===== src/rtl/tocPkg.sv =====
package tocPkg;
  // Strobes from control to datapath
  typedef struct packed {
    logic load1;     // load the 8-bit counter from the low reload byte
    logic loadWide;  // load the wide counter
    logic run1;      // 8-bit counter active
    logic runWide;   // wide counter active
    logic chained;   // wide counter spans all three bytes
  } tocCtl_t;

  localparam int MODE_SPLIT_CODE = 1;
  localparam int MODE_CHAIN_CODE = 2;
  localparam int ADDR_MODE       = 0;
  localparam int ADDR_RELOAD0    = 1;
  localparam int ADDR_MASK       = 4;
  localparam int NUM_RELOAD      = 3;
endpackage


===== src/rtl/tocCtrl.sv =====
module tocCtrl
  import tocPkg::*;
#(
  parameter int DATA_W         = 8,
  parameter int ADDR_W         = 3,
  parameter int AUTO_STOP_ETUS = 12
) (
  input  logic              clk,
  input  logic              rstN,
  input  logic              wrEn,
  input  logic [ADDR_W-1:0] wrAddr,
  input  logic [DATA_W-1:0] wrData,
  input  logic              startBit,
  input  logic              etuTick,
  input  logic              termWide,
  output tocCtl_t           ctl
);
  localparam int AUTO_W = $clog2(AUTO_STOP_ETUS + 1);
  localparam logic [AUTO_W-1:0] AUTO_LAST = AUTO_W'(AUTO_STOP_ETUS - 1);

  logic splitMode, chainMode, armed, live, autoOn, run1, runWide;
  logic [AUTO_W-1:0] autoCnt;

  logic modeWr, isSplit, isChain, startHit, autoTick, autoDone;

  always_comb begin
    modeWr   = wrEn && (wrAddr == ADDR_W'(ADDR_MODE));
    isSplit  = wrData[DATA_W-2:0] == (DATA_W-1)'(MODE_SPLIT_CODE);
    isChain  = wrData[DATA_W-2:0] == (DATA_W-1)'(MODE_CHAIN_CODE);
    startHit = startBit && (armed || live) && !modeWr;
    autoTick = etuTick && autoOn && live && !modeWr;
    autoDone = autoTick && (autoCnt == AUTO_LAST);
  end

  always_ff @(posedge clk) begin
    if (!rstN) begin
      splitMode <= 1'b0;
      chainMode <= 1'b0;
      armed     <= 1'b0;
      live      <= 1'b0;
      autoOn    <= 1'b0;
      run1      <= 1'b0;
      runWide   <= 1'b0;
      autoCnt   <= '0;
    end else if (modeWr) begin
      splitMode <= isSplit;
      chainMode <= isChain;
      armed     <= isSplit || isChain;
      live      <= 1'b0;
      autoOn    <= wrData[DATA_W-1] && (isSplit || isChain);
      run1      <= 1'b0;
      runWide   <= 1'b0;
      autoCnt   <= '0;
    end else begin
      if (startHit && armed) begin
        armed <= 1'b0;
        live  <= 1'b1;
      end
      if (autoDone) begin
        live    <= 1'b0;
        autoOn  <= 1'b0;
        run1    <= 1'b0;
        runWide <= 1'b0;
      end else begin
        if (startHit && armed && splitMode) run1 <= 1'b1;
        if (startHit)      runWide <= 1'b1;
        else if (termWide) runWide <= 1'b0;
      end
      if (autoTick) autoCnt <= autoCnt + 1'b1;
    end
  end

  always_comb begin
    ctl.load1    = startHit && armed && splitMode;
    ctl.loadWide = startHit;
    ctl.run1     = run1;
    ctl.runWide  = runWide;
    ctl.chained  = chainMode;
  end

  // a stop code clears every run and arm bit
  p_stop_code_r7: assert property (@(posedge clk) disable iff (!rstN)
    (modeWr && wrData == '0) |=> (!run1 && !runWide && !armed && !live));
  // the 8-bit counter only ever runs in split layout
  p_run1_split_r3: assert property (@(posedge clk) disable iff (!rstN)
    run1 |-> splitMode);
  // the auto-stop window never passes its limit
  p_auto_bound_r8: assert property (@(posedge clk) disable iff (!rstN)
    autoCnt <= AUTO_W'(AUTO_STOP_ETUS));
  // after the last tick of the window nothing runs
  p_auto_halt_r8: assert property (@(posedge clk) disable iff (!rstN)
    autoDone |=> (!run1 && !runWide && !live));
endmodule


===== src/rtl/tocDatapath.sv =====
module tocDatapath
  import tocPkg::*;
#(
  parameter int RELOAD_W = 8,
  parameter int ADDR_W   = 3
) (
  input  logic                clk,
  input  logic                rstN,
  input  logic                wrEn,
  input  logic [ADDR_W-1:0]   wrAddr,
  input  logic [RELOAD_W-1:0] wrData,
  input  logic                rdStatus,
  input  logic                etuTick,
  input  tocCtl_t             ctl,
  output logic                termWide,
  output logic [1:0]          status,
  output logic                irq
);
  localparam int WIDE_W = NUM_RELOAD * RELOAD_W;
  localparam int MID_W  = 2 * RELOAD_W;
  localparam logic [WIDE_W-1:0] SPLIT_MASK = {{(WIDE_W-MID_W){1'b0}}, {MID_W{1'b1}}};

  logic [WIDE_W-1:0] reloadAll;

  for (genvar i = 0; i < NUM_RELOAD; i++) begin : gReload
    logic [RELOAD_W-1:0] val;
    always_ff @(posedge clk) begin
      if (!rstN) val <= '0;
      else if (wrEn && wrAddr == ADDR_W'(ADDR_RELOAD0 + i)) val <= wrData;
    end
    assign reloadAll[i*RELOAD_W +: RELOAD_W] = val;
  end

  logic [1:0] irqMask;
  always_ff @(posedge clk) begin
    if (!rstN) irqMask <= '0;
    else if (wrEn && wrAddr == ADDR_W'(ADDR_MASK)) irqMask <= wrData[1:0];
  end

  logic [RELOAD_W-1:0] shadow1, cnt1;
  logic [WIDE_W-1:0]   cntWide, wideLoad, wideNext;
  logic dec1, term1, decWide;

  always_comb begin
    dec1     = ctl.run1 && etuTick && !ctl.load1;
    term1    = dec1 && (cnt1 == RELOAD_W'(1));
    decWide  = ctl.runWide && etuTick && !ctl.loadWide;
    termWide = decWide && (cntWide == WIDE_W'(1));
    wideLoad = ctl.chained ? reloadAll : (reloadAll >> RELOAD_W);
    wideNext = cntWide - 1'b1;
    if (!ctl.chained) wideNext = wideNext & SPLIT_MASK;
  end

  always_ff @(posedge clk) begin
    if (!rstN) begin
      shadow1 <= '0;
      cnt1    <= '0;
    end else if (ctl.load1) begin
      shadow1 <= reloadAll[RELOAD_W-1:0];
      cnt1    <= reloadAll[RELOAD_W-1:0];
    end else if (term1) begin
      cnt1 <= shadow1;
    end else if (dec1) begin
      cnt1 <= cnt1 - 1'b1;
    end
  end

  always_ff @(posedge clk) begin
    if (!rstN)             cntWide <= '0;
    else if (ctl.loadWide) cntWide <= wideLoad;
    else if (decWide)      cntWide <= wideNext;
  end

  logic [1:0] statusQ;
  always_ff @(posedge clk) begin
    if (!rstN) statusQ <= '0;
    else       statusQ <= {termWide, term1} | (rdStatus ? 2'b00 : statusQ);
  end

  assign status = statusQ;
  assign irq    = |(statusQ & irqMask);

  // a terminal count of the 8-bit counter always leaves its flag set
  p_term1_flag_r2: assert property (@(posedge clk) disable iff (!rstN)
    term1 |=> statusQ[0]);
  // a read with no terminal count in the same cycle empties the flags
  p_read_clear_r9: assert property (@(posedge clk) disable iff (!rstN)
    (rdStatus && !term1 && !termWide) |=> (statusQ == 2'b00));
  // the wide counter halts after its terminal count unless retriggered
  p_wide_halt_r4: assert property (@(posedge clk) disable iff (!rstN)
    (termWide && !ctl.loadWide) |=> !ctl.runWide);
  // flags never drop without a read
  p_sticky_r9: assert property (@(posedge clk) disable iff (!rstN)
    !rdStatus |=> ((statusQ & $past(statusQ)) == $past(statusQ)));
endmodule


===== src/rtl/etuTimeout.sv =====
module etuTimeout
  import tocPkg::*;
#(
  parameter int RELOAD_W       = 8,
  parameter int ADDR_W         = 3,
  parameter int AUTO_STOP_ETUS = 12
) (
  input  logic                clk,
  input  logic                rstN,
  input  logic                wrEn,
  input  logic [ADDR_W-1:0]   wrAddr,
  input  logic [RELOAD_W-1:0] wrData,
  input  logic                rdStatus,
  input  logic                etuTick,
  input  logic                startBit,
  output logic [1:0]          status,
  output logic                irq
);
  tocCtl_t ctl;
  logic    termWide;

  tocCtrl #(
    .DATA_W(RELOAD_W), .ADDR_W(ADDR_W), .AUTO_STOP_ETUS(AUTO_STOP_ETUS)
  ) ctrl_i (
    .clk(clk), .rstN(rstN), .wrEn(wrEn), .wrAddr(wrAddr), .wrData(wrData),
    .startBit(startBit), .etuTick(etuTick), .termWide(termWide), .ctl(ctl)
  );

  tocDatapath #(
    .RELOAD_W(RELOAD_W), .ADDR_W(ADDR_W)
  ) dp_i (
    .clk(clk), .rstN(rstN), .wrEn(wrEn), .wrAddr(wrAddr), .wrData(wrData),
    .rdStatus(rdStatus), .etuTick(etuTick), .ctl(ctl),
    .termWide(termWide), .status(status), .irq(irq)
  );
endmodule


===== config.mk =====
export PLATFORM = sky130hd
export DESIGN_NAME = etuTimeout
export DESIGN_NICKNAME = d
export VERILOG_FILES = /design/src/rtl/tocPkg.sv /design/src/rtl/tocCtrl.sv /design/src/rtl/tocDatapath.sv /design/src/rtl/etuTimeout.sv
export SDC_FILE = /design/constraint.sdc
export NUM_CORES = 1
export LEC_CHECK = 0
export ABC_AREA = 1
export BUFFER_PORTS_ARGS = -buffer_cell sky130_fd_sc_hd__buf_2
export CORE_MARGIN = 4
export CORE_UTILIZATION = 30
export DETAILED_ROUTE_END_ITERATION = 10
export REMOVE_ABC_BUFFERS = 1
export SYNTH_ARGS = -nofsm -noshare
export SYNTH_HDL_FRONTEND = slang
export SYNTH_SLANG_ARGS = --single-unit

===== constraint.sdc =====
create_clock -name clk -period 1.8 [get_ports clk]
set_input_delay 0.36 -clock clk [delete_from_list [all_inputs] [get_ports clk]]
set_output_delay 0.36 -clock clk [all_outputs]
set_load 0.03 [all_outputs]

==> results.json <==
{
  "seq_area_mm2": 0.00158,
  "ys_warn_count": 0,
  "die_area_mm2": 0.0161,
  "fp-row-count": 43,
  "synth.most_common_cell": "nand2_1",
  "drt-initial-drc-count": 268,
  "multiInputGateArea_mm2": 0.00221,
  "hold_viol_final": 0,
  "core_mm2": 0.0138,
  "drt-wirelength-per-cell_um": 13.6,
  "crit_type": "flip-flop to flip-flop",
  "worstPathRequired_ps": 2020,
  "drtPass1Iterations": 5,
  "fin_setup_tns_ps": 0,
  "die_h_um": 127,
  "p_leak_uw": 0.00214,
  "rsz0062_at_grt": "false",
  "cts_tree": "yes",
  "grt_pass1_vias": 3833,
  "drv_slew": 0,
  "cts_hold_buf": 0,
  "cts.sinks": 79,
  "port-buffer-count": 19,
  "cts_made_buffers": 9,
  "ys_async_sr_fraction_pct": 0,
  "synthTopCellsByArea": "dfxtp_1, nand2_1, a21oi_1",
  "ctsLongestPathBuffers": 2,
  "cts.htree.levels": 3,
  "ioPinCount": 20,
  "grt_max_degree": 43,
  "syn_inst": 640,
  "cp-end-kind": "flip-flop",
  "synth_edf_count": 0,
  "finalWirelength_um": 11600,
  "synth_area_per_cell_um2": 6.61,
  "synth-seq-cells": 79,
  "via_per_inst": 4.80,
  "hold_ws_ps": 298,
  "cts_resized": 0,
  "drive_above_1_share_pct": 11.0,
  "syn_area_mm2": 0.00423,
  "status": "complete, no violations",
  "start_util_pct": 30.6,
  "synth_common_cells": "nand2_1, inv_1, dfxtp_1, nor2_1, a21oi_1",
  "die_w_um": 127,
  "worst_ir_drop_vdd_v": 0.000399,
  "cp-start-kind": "flip-flop",
  "diodes": 0,
  "power_density_mw_per_mm2": 815,
  "fin_crit_ps": 1600,
  "antenna_found_initial": 0,
  "grt_use_total_pct": 14.9,
  "synth_top_area_share_pct": 37.4,
  "arrival_ps": 1820,
  "post-route-util_pct": 35.3,
  "finalCritPeriodShare_pct": 89.1,
  "vias": 4087,
  "overflow": 0,
  "synth_top_area_cell": "dfxtp_1",
  "cts.clk_slew.worst_paths_ps": 60,
  "post_cts_buffers": 0,
  "drv_cap": 0,
  "final_cell_count_no_fill": 851,
  "worstPathMaxFanout": 11,
  "setup_viol": 0,
  "grt_pass1_wl_um": 19300,
  "fmax_mhz": 623,
  "ant_nets": 0,
  "slew_headroom_pct": 69.9,
  "drc": 0,
  "yosysSeqAreaShare_pct": 37.4,
  "dp_hpwl_um": 8520,
  "clockRootBuffer": "clkbuf_16",
  "final_nets": 688,
  "clock_latency_ps": 340,
  "timing.hold.worst.class": "input port to flip-flop",
  "fillCellCount": 1490,
  "synthFlopType": "dfxtp_1",
  "area_delta_synth_final_pct": 15.5,
  "clock_skew_ps": 8.16,
  "synth.distinct_cells": 34,
  "place_congestion": 0.853,
  "place_inst": 835,
  "tightest_slew_ps": 451
}
==> critical path, stage by stage, from the launching register on <==
cell and delay, ps:
dfxtp_1 300, inv_1 140, ha_1 170, nand2_1 60
nor2_2 190, inv_1 240, o21ai_0 210, nor2_1 60
nor2_1 80, nor2_1 40
==> final timing paths <==
path              slack (ps)                   endpoint  cells after the start                      start
setup / recovery         200  dp_i.cnt1[7]$_SDFFE_PN0P_                      9  dp_i.cnt1[1]$_SDFFE_PN0P_
hold / removal           300  dp_i.status[1]$_SDFF_PN0_                      4                   rdStatus
setup reg to reg         200  dp_i.cnt1[7]$_SDFFE_PN0P_                      9  dp_i.cnt1[1]$_SDFFE_PN0P_
hold reg to reg          450   ctrl_i.run1$_SDFFE_PP0P_                      2   ctrl_i.run1$_SDFFE_PP0P_
==> routing by layer <==
layer  track usage [%]  share of wire [%]  vias to the layer above
met3              2.65                4.4                       11
li1                  -                  -                     2153
met1              20.7                 49                     1839
met4              4.54                1.3                        0
met5                 0                  0                        -
met2              23.4                 46                       84
==> power by group <==
part | total [uW] | switching (uW) | internal, uW | leakage, uW
clock | 1870 | 755 | 1120 | 0.000145
sequential | 1790 | 17.5 | 1770 | 0.000638
combinational | 316 | 207 | 109 | 0.00135
total | 3980 | 979 | 3000 | 0.00214
==> placed cells by master (no fill, tap or decap), drive strengths merged <==
master and instances:
bufinv 1, o211ai 15, ha 5, nand2 139
dfxtp 79, or2 1, clkinvlp 2, nand4 13
clkbuf 10, nand3 37, nor2 82, o22ai 1
xor2 5, clkinv 3, a21oi 71, o221ai 1
a22o 1, inv 85, nor4 4, buf 37
o21ai 63, nand3b 1, xnor2 3, a31oi 4
nor3 8
==> area by class of cell <==
| type | instances | area share [%] |
|---|---|---|
| Clock inverter | 6 | 1.38 |
| Clock buffer | 10 | 4.89 |
| Tap cell | 180 | 4.61 |
| Sequential cell | 79 | 32.4 |
| Inverter | 85 | 6.53 |
| Multi-Input combinational cell | 454 | 45.2 |
| Timing Repair Buffer | 37 | 4.97 |
==> sequential cells by signal (all words and copies together) (netlist names) <==
name,flops
ctrl_i.armed,1
dp_i.cntWide,24
ctrl_i.chainMode,1
ctrl_i.autoCnt,4
ctrl_i.run1,1
dp_i.irqMask,2
ctrl_i.live,1
ctrl_i.autoOn,1
dp_i.shadow1,8
dp_i.status,2
dp_i.cnt1,8
dp_i.gReload.val,24
ctrl_i.splitMode,1
ctrl_i.runWide,1
==> logic make-up after synthesis <==
group                      synth area share (%)
buffers and inverters                      10.3
adders and majority gates                  1.48
AOI/OAI and AO/OA                          19.8
xor gates and xnor gates                   1.66
DFF                                        37.4
and+or+nand+nor                            29.4
==> stage by stage <==
step                setup slack, ps  total power, uW  instance area, um^2
detailed placement              124             2140                 4580
global placement                118             2140                 4580
global route                   32.7             4120                 4880
floorplan                       121             2020                 4110
finish                          196             3980                 4880
CTS                             209             4010                 4880
No activity file was read; power rests on OpenSTA's default activity.
